<file path="src/rtl/ead_pkg.sv">
// Shared types and defaults for the early answer detector.
package ead_pkg;
    // Phase of the card reset line as seen by the detector.
    typedef enum logic {
        PH_LOW  = 1'b0,
        PH_HIGH = 1'b1
    } phase_e;

    localparam int unsigned DEF_LOW_OPEN = 200;  // first watched clock while reset is low
    localparam int unsigned DEF_SPAN     = 368;  // nominal window end, counter saturation
    localparam int unsigned DEF_BLIND    = 32;   // unwatched clocks at the end of a window
    localparam int unsigned DEF_QUAL     = 46;   // low clocks needed to accept a start bit
endpackage

</file>
<file path="src/rtl/ead_phase_counter.sv">
// Tracks the card reset line level and counts card clocks since its last edge.
// Assumes card_rst is already synchronous to clk. The count saturates at SPAN.
module ead_phase_counter
    import ead_pkg::*;
#(
    parameter int unsigned SPAN  = DEF_SPAN,
    parameter int unsigned CNT_W = $clog2(SPAN + 1)
) (
    input  logic             clk,
    input  logic             rst_n,
    input  logic             card_rst,
    output phase_e           phase,
    output logic [CNT_W-1:0] cnt
);
    localparam logic [CNT_W-1:0] SAT = CNT_W'(SPAN);

    logic             lvl_q;
    logic [CNT_W-1:0] cnt_q;

    // Restart the count on any reset-line edge, otherwise count up to saturation.
    always_ff @(posedge clk) begin
        if (!rst_n) begin
            lvl_q <= 1'b0;
            cnt_q <= '0;
        end else if (card_rst != lvl_q) begin
            lvl_q <= card_rst;
            cnt_q <= '0;
        end else if (cnt_q != SAT) begin
            cnt_q <= cnt_q + 1'b1;
        end
    end

    assign phase = lvl_q ? PH_HIGH : PH_LOW;
    assign cnt   = cnt_q;


    restart_on_edge_chk: assert property (@(posedge clk) disable iff (!rst_n)
        (card_rst != lvl_q) |=> (cnt_q == '0));

    count_saturates_chk: assert property (@(posedge clk) disable iff (!rst_n)
        cnt_q <= SAT);
endmodule

</file>
<file path="src/rtl/ead_window_decode.sv">
// Decodes whether the current card clock lies in an active detection window.
// Reset-low window: OPEN..CLOSE-1. Reset-high window: 0..CLOSE-1.
module ead_window_decode
    import ead_pkg::*;
#(
    parameter int unsigned OPEN  = DEF_LOW_OPEN,
    parameter int unsigned CLOSE = DEF_SPAN - DEF_BLIND,
    parameter int unsigned CNT_W = 9
) (
    input  phase_e           phase,
    input  logic [CNT_W-1:0] cnt,
    output logic             win
);
    localparam logic [CNT_W-1:0] OPEN_C  = CNT_W'(OPEN);
    localparam logic [CNT_W-1:0] CLOSE_C = CNT_W'(CLOSE);

    // Select the lower bound by phase and apply the common upper bound.
    always_comb begin
        if (phase == PH_HIGH) win = (cnt < CLOSE_C);
        else                  win = (cnt >= OPEN_C) && (cnt < CLOSE_C);
    end
endmodule

</file>
<file path="src/rtl/ead_start_qualifier.sv">
// Accepts a start bit when card_io is low for QUAL consecutive clocks inside
// an active window, after being seen high in that window. Emits a one-clock
// detect pulse on the clock that samples the last low of the run.
module ead_start_qualifier
    import ead_pkg::*;
#(
    parameter int unsigned QUAL  = DEF_QUAL,
    parameter int unsigned RUN_W = $clog2(QUAL + 1)
) (
    input  logic clk,
    input  logic rst_n,
    input  logic win,
    input  logic card_io,
    input  logic abort,
    output logic detect
);
    localparam logic [RUN_W-1:0] LAST = RUN_W'(QUAL - 1);
    localparam logic [RUN_W-1:0] FULL = RUN_W'(QUAL);

    logic             armed_q;
    logic [RUN_W-1:0] run_q;
    logic             low_ok;

    assign low_ok = win && !card_io && armed_q;
    assign detect = low_ok && (run_q == LAST) && !abort;

    // Arm after a high sample inside the window; disarm outside it or on abort.
    always_ff @(posedge clk) begin
        if (!rst_n || abort || !win) armed_q <= 1'b0;
        else if (card_io)            armed_q <= 1'b1;
    end

    // Count consecutive armed low samples, saturating so one run fires once.
    always_ff @(posedge clk) begin
        if (!rst_n || abort || !low_ok) run_q <= '0;
        else if (run_q != FULL)         run_q <= run_q + 1'b1;
    end


    run_bounded_chk: assert property (@(posedge clk) disable iff (!rst_n)
        run_q <= FULL);

    abort_drops_run_chk: assert property (@(posedge clk) disable iff (!rst_n)
        abort |=> (run_q == '0));
endmodule

</file>
<file path="src/rtl/ead_flag_reg.sv">
// Sticky early-answer flag. Priority: card switch clears, then detection
// sets, then status read clears.
module ead_flag_reg (
    input  logic clk,
    input  logic rst_n,
    input  logic detect,
    input  logic status_rd,
    input  logic card_switch,
    output logic flag
);
    logic flag_q;

    // Update the flag with the clear/set priority above.
    always_ff @(posedge clk) begin
        if (!rst_n)           flag_q <= 1'b0;
        else if (card_switch) flag_q <= 1'b0;
        else if (detect)      flag_q <= 1'b1;
        else if (status_rd)   flag_q <= 1'b0;
    end

    assign flag = flag_q;


    detect_sets_chk: assert property (@(posedge clk) disable iff (!rst_n)
        (detect && !card_switch) |=> flag_q);

    read_clears_chk: assert property (@(posedge clk) disable iff (!rst_n)
        (status_rd && !detect) |=> !flag_q);

    switch_clears_chk: assert property (@(posedge clk) disable iff (!rst_n)
        card_switch |=> !flag_q);

    rise_needs_detect_chk: assert property (@(posedge clk) disable iff (!rst_n)
        $rose(flag_q) |-> $past(detect));
endmodule

</file>
<file path="src/rtl/early_answer_detector.sv">
// Early answer detector top. Runs on the card clock. Counts clocks per reset
// phase, decodes the windows, qualifies start bits and holds a sticky flag
// that drives the interrupt request. All inputs are assumed synchronous.
module early_answer_detector
    import ead_pkg::*;
#(
    parameter int unsigned LOW_OPEN = DEF_LOW_OPEN,
    parameter int unsigned SPAN     = DEF_SPAN,
    parameter int unsigned BLIND    = DEF_BLIND,
    parameter int unsigned QUAL     = DEF_QUAL
) (
    input  logic clk,
    input  logic rst_n,
    input  logic card_rst,
    input  logic card_io,
    input  logic status_rd,
    input  logic card_switch,
    output logic ea_flag,
    output logic irq
);
    localparam int unsigned CLOSE = SPAN - BLIND;
    localparam int unsigned CNT_W = $clog2(SPAN + 1);
    localparam logic [CNT_W-1:0] CLOSE_C = CNT_W'(CLOSE);

    phase_e           phase;
    logic [CNT_W-1:0] cnt;
    logic             win;
    logic             detect;

    ead_phase_counter #(.SPAN(SPAN), .CNT_W(CNT_W)) u_cnt (
        .clk(clk), .rst_n(rst_n), .card_rst(card_rst), .phase(phase), .cnt(cnt)
    );

    ead_window_decode #(.OPEN(LOW_OPEN), .CLOSE(CLOSE), .CNT_W(CNT_W)) u_win (
        .phase(phase), .cnt(cnt), .win(win)
    );

    ead_start_qualifier #(.QUAL(QUAL)) u_qual (
        .clk(clk), .rst_n(rst_n), .win(win), .card_io(card_io),
        .abort(card_switch), .detect(detect)
    );

    ead_flag_reg u_flag (
        .clk(clk), .rst_n(rst_n), .detect(detect), .status_rd(status_rd),
        .card_switch(card_switch), .flag(ea_flag)
    );

    // The interrupt request follows the flag directly.
    assign irq = ea_flag;


    no_blind_detect_chk: assert property (@(posedge clk) disable iff (!rst_n)
        (cnt >= CLOSE_C) |-> !detect);

    detect_after_window_chk: assert property (@(posedge clk) disable iff (!rst_n)
        detect |-> $past(win));
endmodule

</file>
<file path="config.mk">
export PLATFORM = sky130hd
export DESIGN_NAME = early_answer_detector
export DESIGN_NICKNAME = d
export VERILOG_FILES = /design/src/rtl/ead_pkg.sv /design/src/rtl/ead_phase_counter.sv /design/src/rtl/ead_window_decode.sv /design/src/rtl/ead_start_qualifier.sv /design/src/rtl/ead_flag_reg.sv /design/src/rtl/early_answer_detector.sv
export SDC_FILE = /design/constraint.sdc
export NUM_CORES = 1
export LEC_CHECK = 0
export ABC_AREA = 1
export BUFFER_PORTS_ARGS = -buffer_cell sky130_fd_sc_hd__buf_2
export CORE_MARGIN = 5
export CORE_UTILIZATION = 60
export CTS_BUF_LIST = sky130_fd_sc_hd__clkbuf_4
export DETAILED_ROUTE_END_ITERATION = 16
export PLACE_DENSITY = 0.77
export SLEW_MARGIN = 40
export SYNTH_ARGS = -nofsm -noshare
export SYNTH_HDL_FRONTEND = slang
export SYNTH_SLANG_ARGS = --single-unit
</file>
<file path="constraint.sdc">
create_clock -name clk -period 2.2 [get_ports clk]
set_input_delay 0.55 -clock clk [delete_from_list [all_inputs] [get_ports clk]]
set_output_delay 0.55 -clock clk [all_outputs]
set_load 0.005 [all_outputs]
</file>
Word level (Yosys, flattened, before mapping)

Cells that the tools add are included.

Flip-flop bits (word level): 18
Latch bits: 0
RAM bits: 0
Bits in read-only memories: 0
Input port bits: 6
Output and inout port bits: 2
Word-level logic and storage cells: 34
Memories: 0

$add $sub $neg: 2
$mul: 0
Divide/modulo/power cells: 0
Magnitude comparators: 2
Equal/unequal tests: 4
Shift-type cells: 0
Muxes and demuxes: 4
Bitwise logic cells: 1
Reduce and logical (&&, ||, !) cells: 16

Operators by type and width:

| cell                                                                   | number |
|---|---|
| 9-bit by 1-bit adder with 9-bit output (second input constant)         | 1 |
| 9-bit by 8-bit >= comparator with 1-bit output (second input constant) | 1 |
| 9-bit less-than comparator (second input constant)                     | 1 |
| 9-bit != test (second input constant)                                  | 1 |
| 6-bit by 1-bit adder with 6-bit output (second input constant)         | 1 |
| 6-bit == test (second input constant)                                  | 1 |
| 6-bit != test (second input constant)                                  | 1 |
| 1-bit logical AND                                                      | 5 |
| 1-bit zero test                                                        | 5 |
| 1-bit two-way mux                                                      | 4 |
| 2-bit OR reduction                                                     | 2 |
| 1-bit logical OR                                                       | 3 |
| 2-bit nonzero test                                                     | 1 |
| 1-bit != test                                                          | 1 |
| 1-bit inverter                                                         | 1 |

Logic depth before layout (Yosys ltp)

Depth in word-level cells: 8
Gate-level depth with buffers: 8
Depth with buffers taken out: 8

Cells and area by module

Synthesis repeated with hierarchy kept, for this count alone.

Cells, all modules: 175
Area, all modules: 1,121.1 um^2

By module, submodules not included:

| module                | times used | cells each | area each (um^2) | seq. area each (um^2) |
|---|---|---|---|---|
| ead_phase_counter     | 1          | 93         | 581.8            | 200.2 |
| ead_start_qualifier   | 1          | 60         | 430.4            | 140.1 |
| ead_window_decode     | 1          | 14         | 53.8             | 0.0 |
| ead_flag_reg          | 1          | 7          | 47.5             | 20.0 |
| early_answer_detector | 1          | 1          | 7.5              | 0.0 |

Worst setup path after synthesis

Ideal clock, no wire load.

Path kind: input to register
Start point: input port rst_n
End point: register u_flag.flag_q, in the netlist u_flag.flag
Library setup time: 0.059 ns
Arrival time: 1.190 ns
Required time: 2.141 ns
Path slack: 0.951 ns
Cell stages on the path: 4
Buffers on the path: 0
Path through: inv_2 -> or2_1 -> or3b_1 -> nand2_1

Longest elaborated chain between the ends: 2

Ends and longest elaborated chain:

| element                             | line                        | text |
|---|---|---|
| from (decl)                         | early_answer_detector.sv:13 | `input logic rst_n,` |
| 1-bit inverter (no source line)     | -                           |  |
| 2-bit OR reduction (no source line) | -                           |  |
| to (signal assigned)                | ead_flag_reg.sv:15          | `if (!rst_n) flag_q <= 1'b0;` |
| to (signal assigned)                | ead_flag_reg.sv:16          | `else if (card_switch) flag_q <= 1'b0;` |
| to (signal assigned)                | ead_flag_reg.sv:17          | `else if (detect) flag_q <= 1'b1;` |
| to (decl)                           | ead_flag_reg.sv:11          | `logic flag_q;` |

No other way between the ends.
A chain may end at the register's enable or synchronous reset.

Worst setup path in the final report

Start point: register u_cnt.cnt_q[0], in the netlist u_cnt.cnt[0]
End point: register u_cnt.cnt_q[8], in the netlist u_cnt.cnt[8]

Longest elaborated chain between the ends: 1
Elaborated cells on any way between the ends: 2
Those cells by class: add/sub: 1; eq/ne: 1

Ends and longest elaborated chain:

| element                                                                        | line                                             | text |
|---|---|---|
| from (decl)                                                                    | ead_phase_counter.sv:18                          | `logic [CNT_W-1:0] cnt_q;` |
| from (signal assigned)                                                         | ead_phase_counter.sv:29                          | `cnt_q <= cnt_q + 1'b1;` |
| 9-bit by 1-bit adder with 9-bit output / 9-bit != test (equally long branches) | ead_phase_counter.sv:29, ead_phase_counter.sv:28 |  |

Several ways; a longest one is shown, not always the timed one.

==> flow_summary.toml <==
[sta]
setup_tns_ns = 0
rsz0062_at_grt = "false"
fin_ws_ns = 0.8779
slew_headroom_pct = 78.22
tightest_slew_ns = 0.3257
max_freq_mhz = 756.4
slew_violations = 0
finalClockSkew_ns = 0.001480
holdWs_ns = 0.4600
finalCriticalPeriod_ns = 1.322
setup_viol_count_final = 0
hold_violations = 0
post-route-period-util_pct = 60.10

[synth]
yosys_warnings = 0
netlist_instances = 130
synthTopCellsByArea = "dfxtp_1, nor2_1, nand2_1"
yosys.area.top_type = "dfxtp_1"
ys_ff_latch = 18
synth_most_common_cell = "nor2_1"
syn-num-nets = 141
synth-edff-count = 0
ys_seq_area_share_pct = 38.87
avgSynthCellArea_um2 = 7.132
synth_area_um2 = 927.1
synthArstFlopShare_pct = 0
synth_top_area_share_pct = 38.87
synth_top_cells_by_count = "nor2_1, nand2_1, inv_1, dfxtp_1, a21oi_1"
synth_ff_type = "dfxtp_1"
synth_cell_types = 23

[worst_setup_path]
crit_path_start_kind = "register"
cp_data_arrival_time_ns = 1.55
r2r_cells = 7
crit_fanout = 6
setup.worst_path.end_class = "register"
path_class = "reg2reg"
required_ns = 2.43
endpoint = "u_cnt.cnt[8]$_SDFFE_PP0P_"
r2r_setup_slack_ns = 0.88
r2r-end = "u_cnt.cnt[8]$_SDFFE_PP0P_"
cp-startpoint = "u_cnt.cnt[0]$_SDFFE_PP0P_"
timing.rr.start = "u_cnt.cnt[0]$_SDFFE_PP0P_"

[routing]
antenna_left = 0
wl_um = 1550
drt_iter0_drc = 20
vias = 787
drcViolationCount = 0
vias_per_cell = 5.045
post_drt_wl_per_cell_um = 9.936
first_pass_iters = 4

[clock_network]
clk_latency_ns = 0.29
clk_pin_slew_ns = 0.10
cts.path.max_buffers = 2
root_buffer = "clkbuf_4"
cts_buffers = 3
cts_tree = "done"
cts_sinks = 18
cts_hold_buffers = 0
post-cts-setup-buffers = 0
h-tree-depth = 1
cts_resized = 0

[die]
die_w_um = 49.31
core_area_um2 = 1489
num_rows = 14
io_pins = 8
dieHeight_um = 49.31
start_util_pct = 62.27
die-area_um2 = 2431

[final_layout]
diodes = 0
final_layout_size_suffix_gt1_share_pct = 11.43
num-nets-final = 152
area_growth_pct = 7.962
post-route-cell-area_um2 = 1001
fillers = 138
fin_util_pct = 67.23
final_cell_count_no_fill = 156
register_area_um2 = 360.3
multi_input_comb_area_um2 = 476.7

[global_routing]
track_usage_pct = 14.12
grt_max_degree = 11
grt_pass1_vias = 738
antenna_found_initial = 0
overflow = 0
grt_pass1_wl_um = 2780

[placement]
place.gp.congestion = 0.7497
place_area_um2 = 974.7
io_buffers = 7
post-dp-hpwl_um = 1266
dpl.cell_count = 152
place_ws_ns = 0.7844

[power]
p_leak_nw = 0.4151
power_density_nw_per_um2 = 528.8
ir_worst_vdd_uv = 482.4
power_mw = 0.5293

[status]
status = "complete, no violations"

[worst_hold_path]
min_path_type = "in2reg"

[run]
max_cap_viol_count = 0
worst max-delay path, cell delays in order (launching register included):
cell and delay, ns:
dfxtp_1 0.42, ha_1 0.19, nand2_1 0.08, nor2_1 0.14
nand2_1 0.10, nor2_1 0.13, o21ai_0 0.09, a21oi_1 0.12
kinds of logic after synthesis:
family | Yosys count | share of synthesized area (%)
fa+ha+maj | 5 | 6.748
buf+inv | 23 | 9.717
simple gates | 66 | 32.66
flops | 18 | 38.87
xor+xnor | 4 | 3.779
compound gates | 14 | 8.233
placed cells by master, fill, tap and decap left out, drive strengths merged:
cell type / instances
a21oi: 7
buf: 7
clkbuf: 3
clkinv: 1
dfxtp: 18
ha: 5
inv: 22
nand2: 23
nand3: 5
nand4: 3
nor2: 27
nor3: 6
o211ai: 1
o21ai: 6
or2: 1
or3b: 1
xnor2: 1
xor2: 3
layer usage:
metal	up-vias	GRT usage, %	routed length (µm)
met1	342	15.49	698
met5	-	0	0
met3	4	5.505	72
met4	0	2.691	18
met2	14	25.32	760
li1	427	-	-
state kept, by name, indices dropped and copies added, names as in the netlist:
name	count
u_qual.armed_q	1
u_flag.flag	1
u_cnt.lvl_q	1
u_cnt.cnt	9
u_qual.run_q	6
how the worst min path moves through the flow:
stage                                 from                     endpoint  slack (ns)  depth (start not counted)
3_5_place_dp   u_qual.armed_q$_SDFFE_PP0P_  u_qual.armed_q$_SDFFE_PP0P_        0.48                          2
2_1_floorplan  u_qual.armed_q$_SDFFE_PP0P_  u_qual.armed_q$_SDFFE_PP0P_        0.45                          2
4_1_cts                              rst_n     u_cnt.lvl_q$_SDFFE_PN0P_        0.46                          3
3_3_place_gp   u_qual.armed_q$_SDFFE_PP0P_  u_qual.armed_q$_SDFFE_PP0P_        0.46                          2
5_1_grt                              rst_n     u_cnt.lvl_q$_SDFFE_PN0P_        0.46                          3
6_report                             rst_n     u_cnt.lvl_q$_SDFFE_PN0P_        0.46                          3
cell type report:
type	instances	area share, %
flip-flops and latches	18	36.00
clock buffers	3	2.250
well taps	16	2.000
repair buffers	7	3.500
multi-input cells	89	47.62
clock inverters	1	0.3750
inverters	22	8.250
power breakdown:
group	switching, mW	total, mW	leakage (nW)	internal, mW
clock	0.100	0.166	0.0154	0.0660
sequential	0.00421	0.334	0.146	0.330
combinational	0.0168	0.0293	0.254	0.0125
Note: power is estimated with default switching activity, not from simulation.
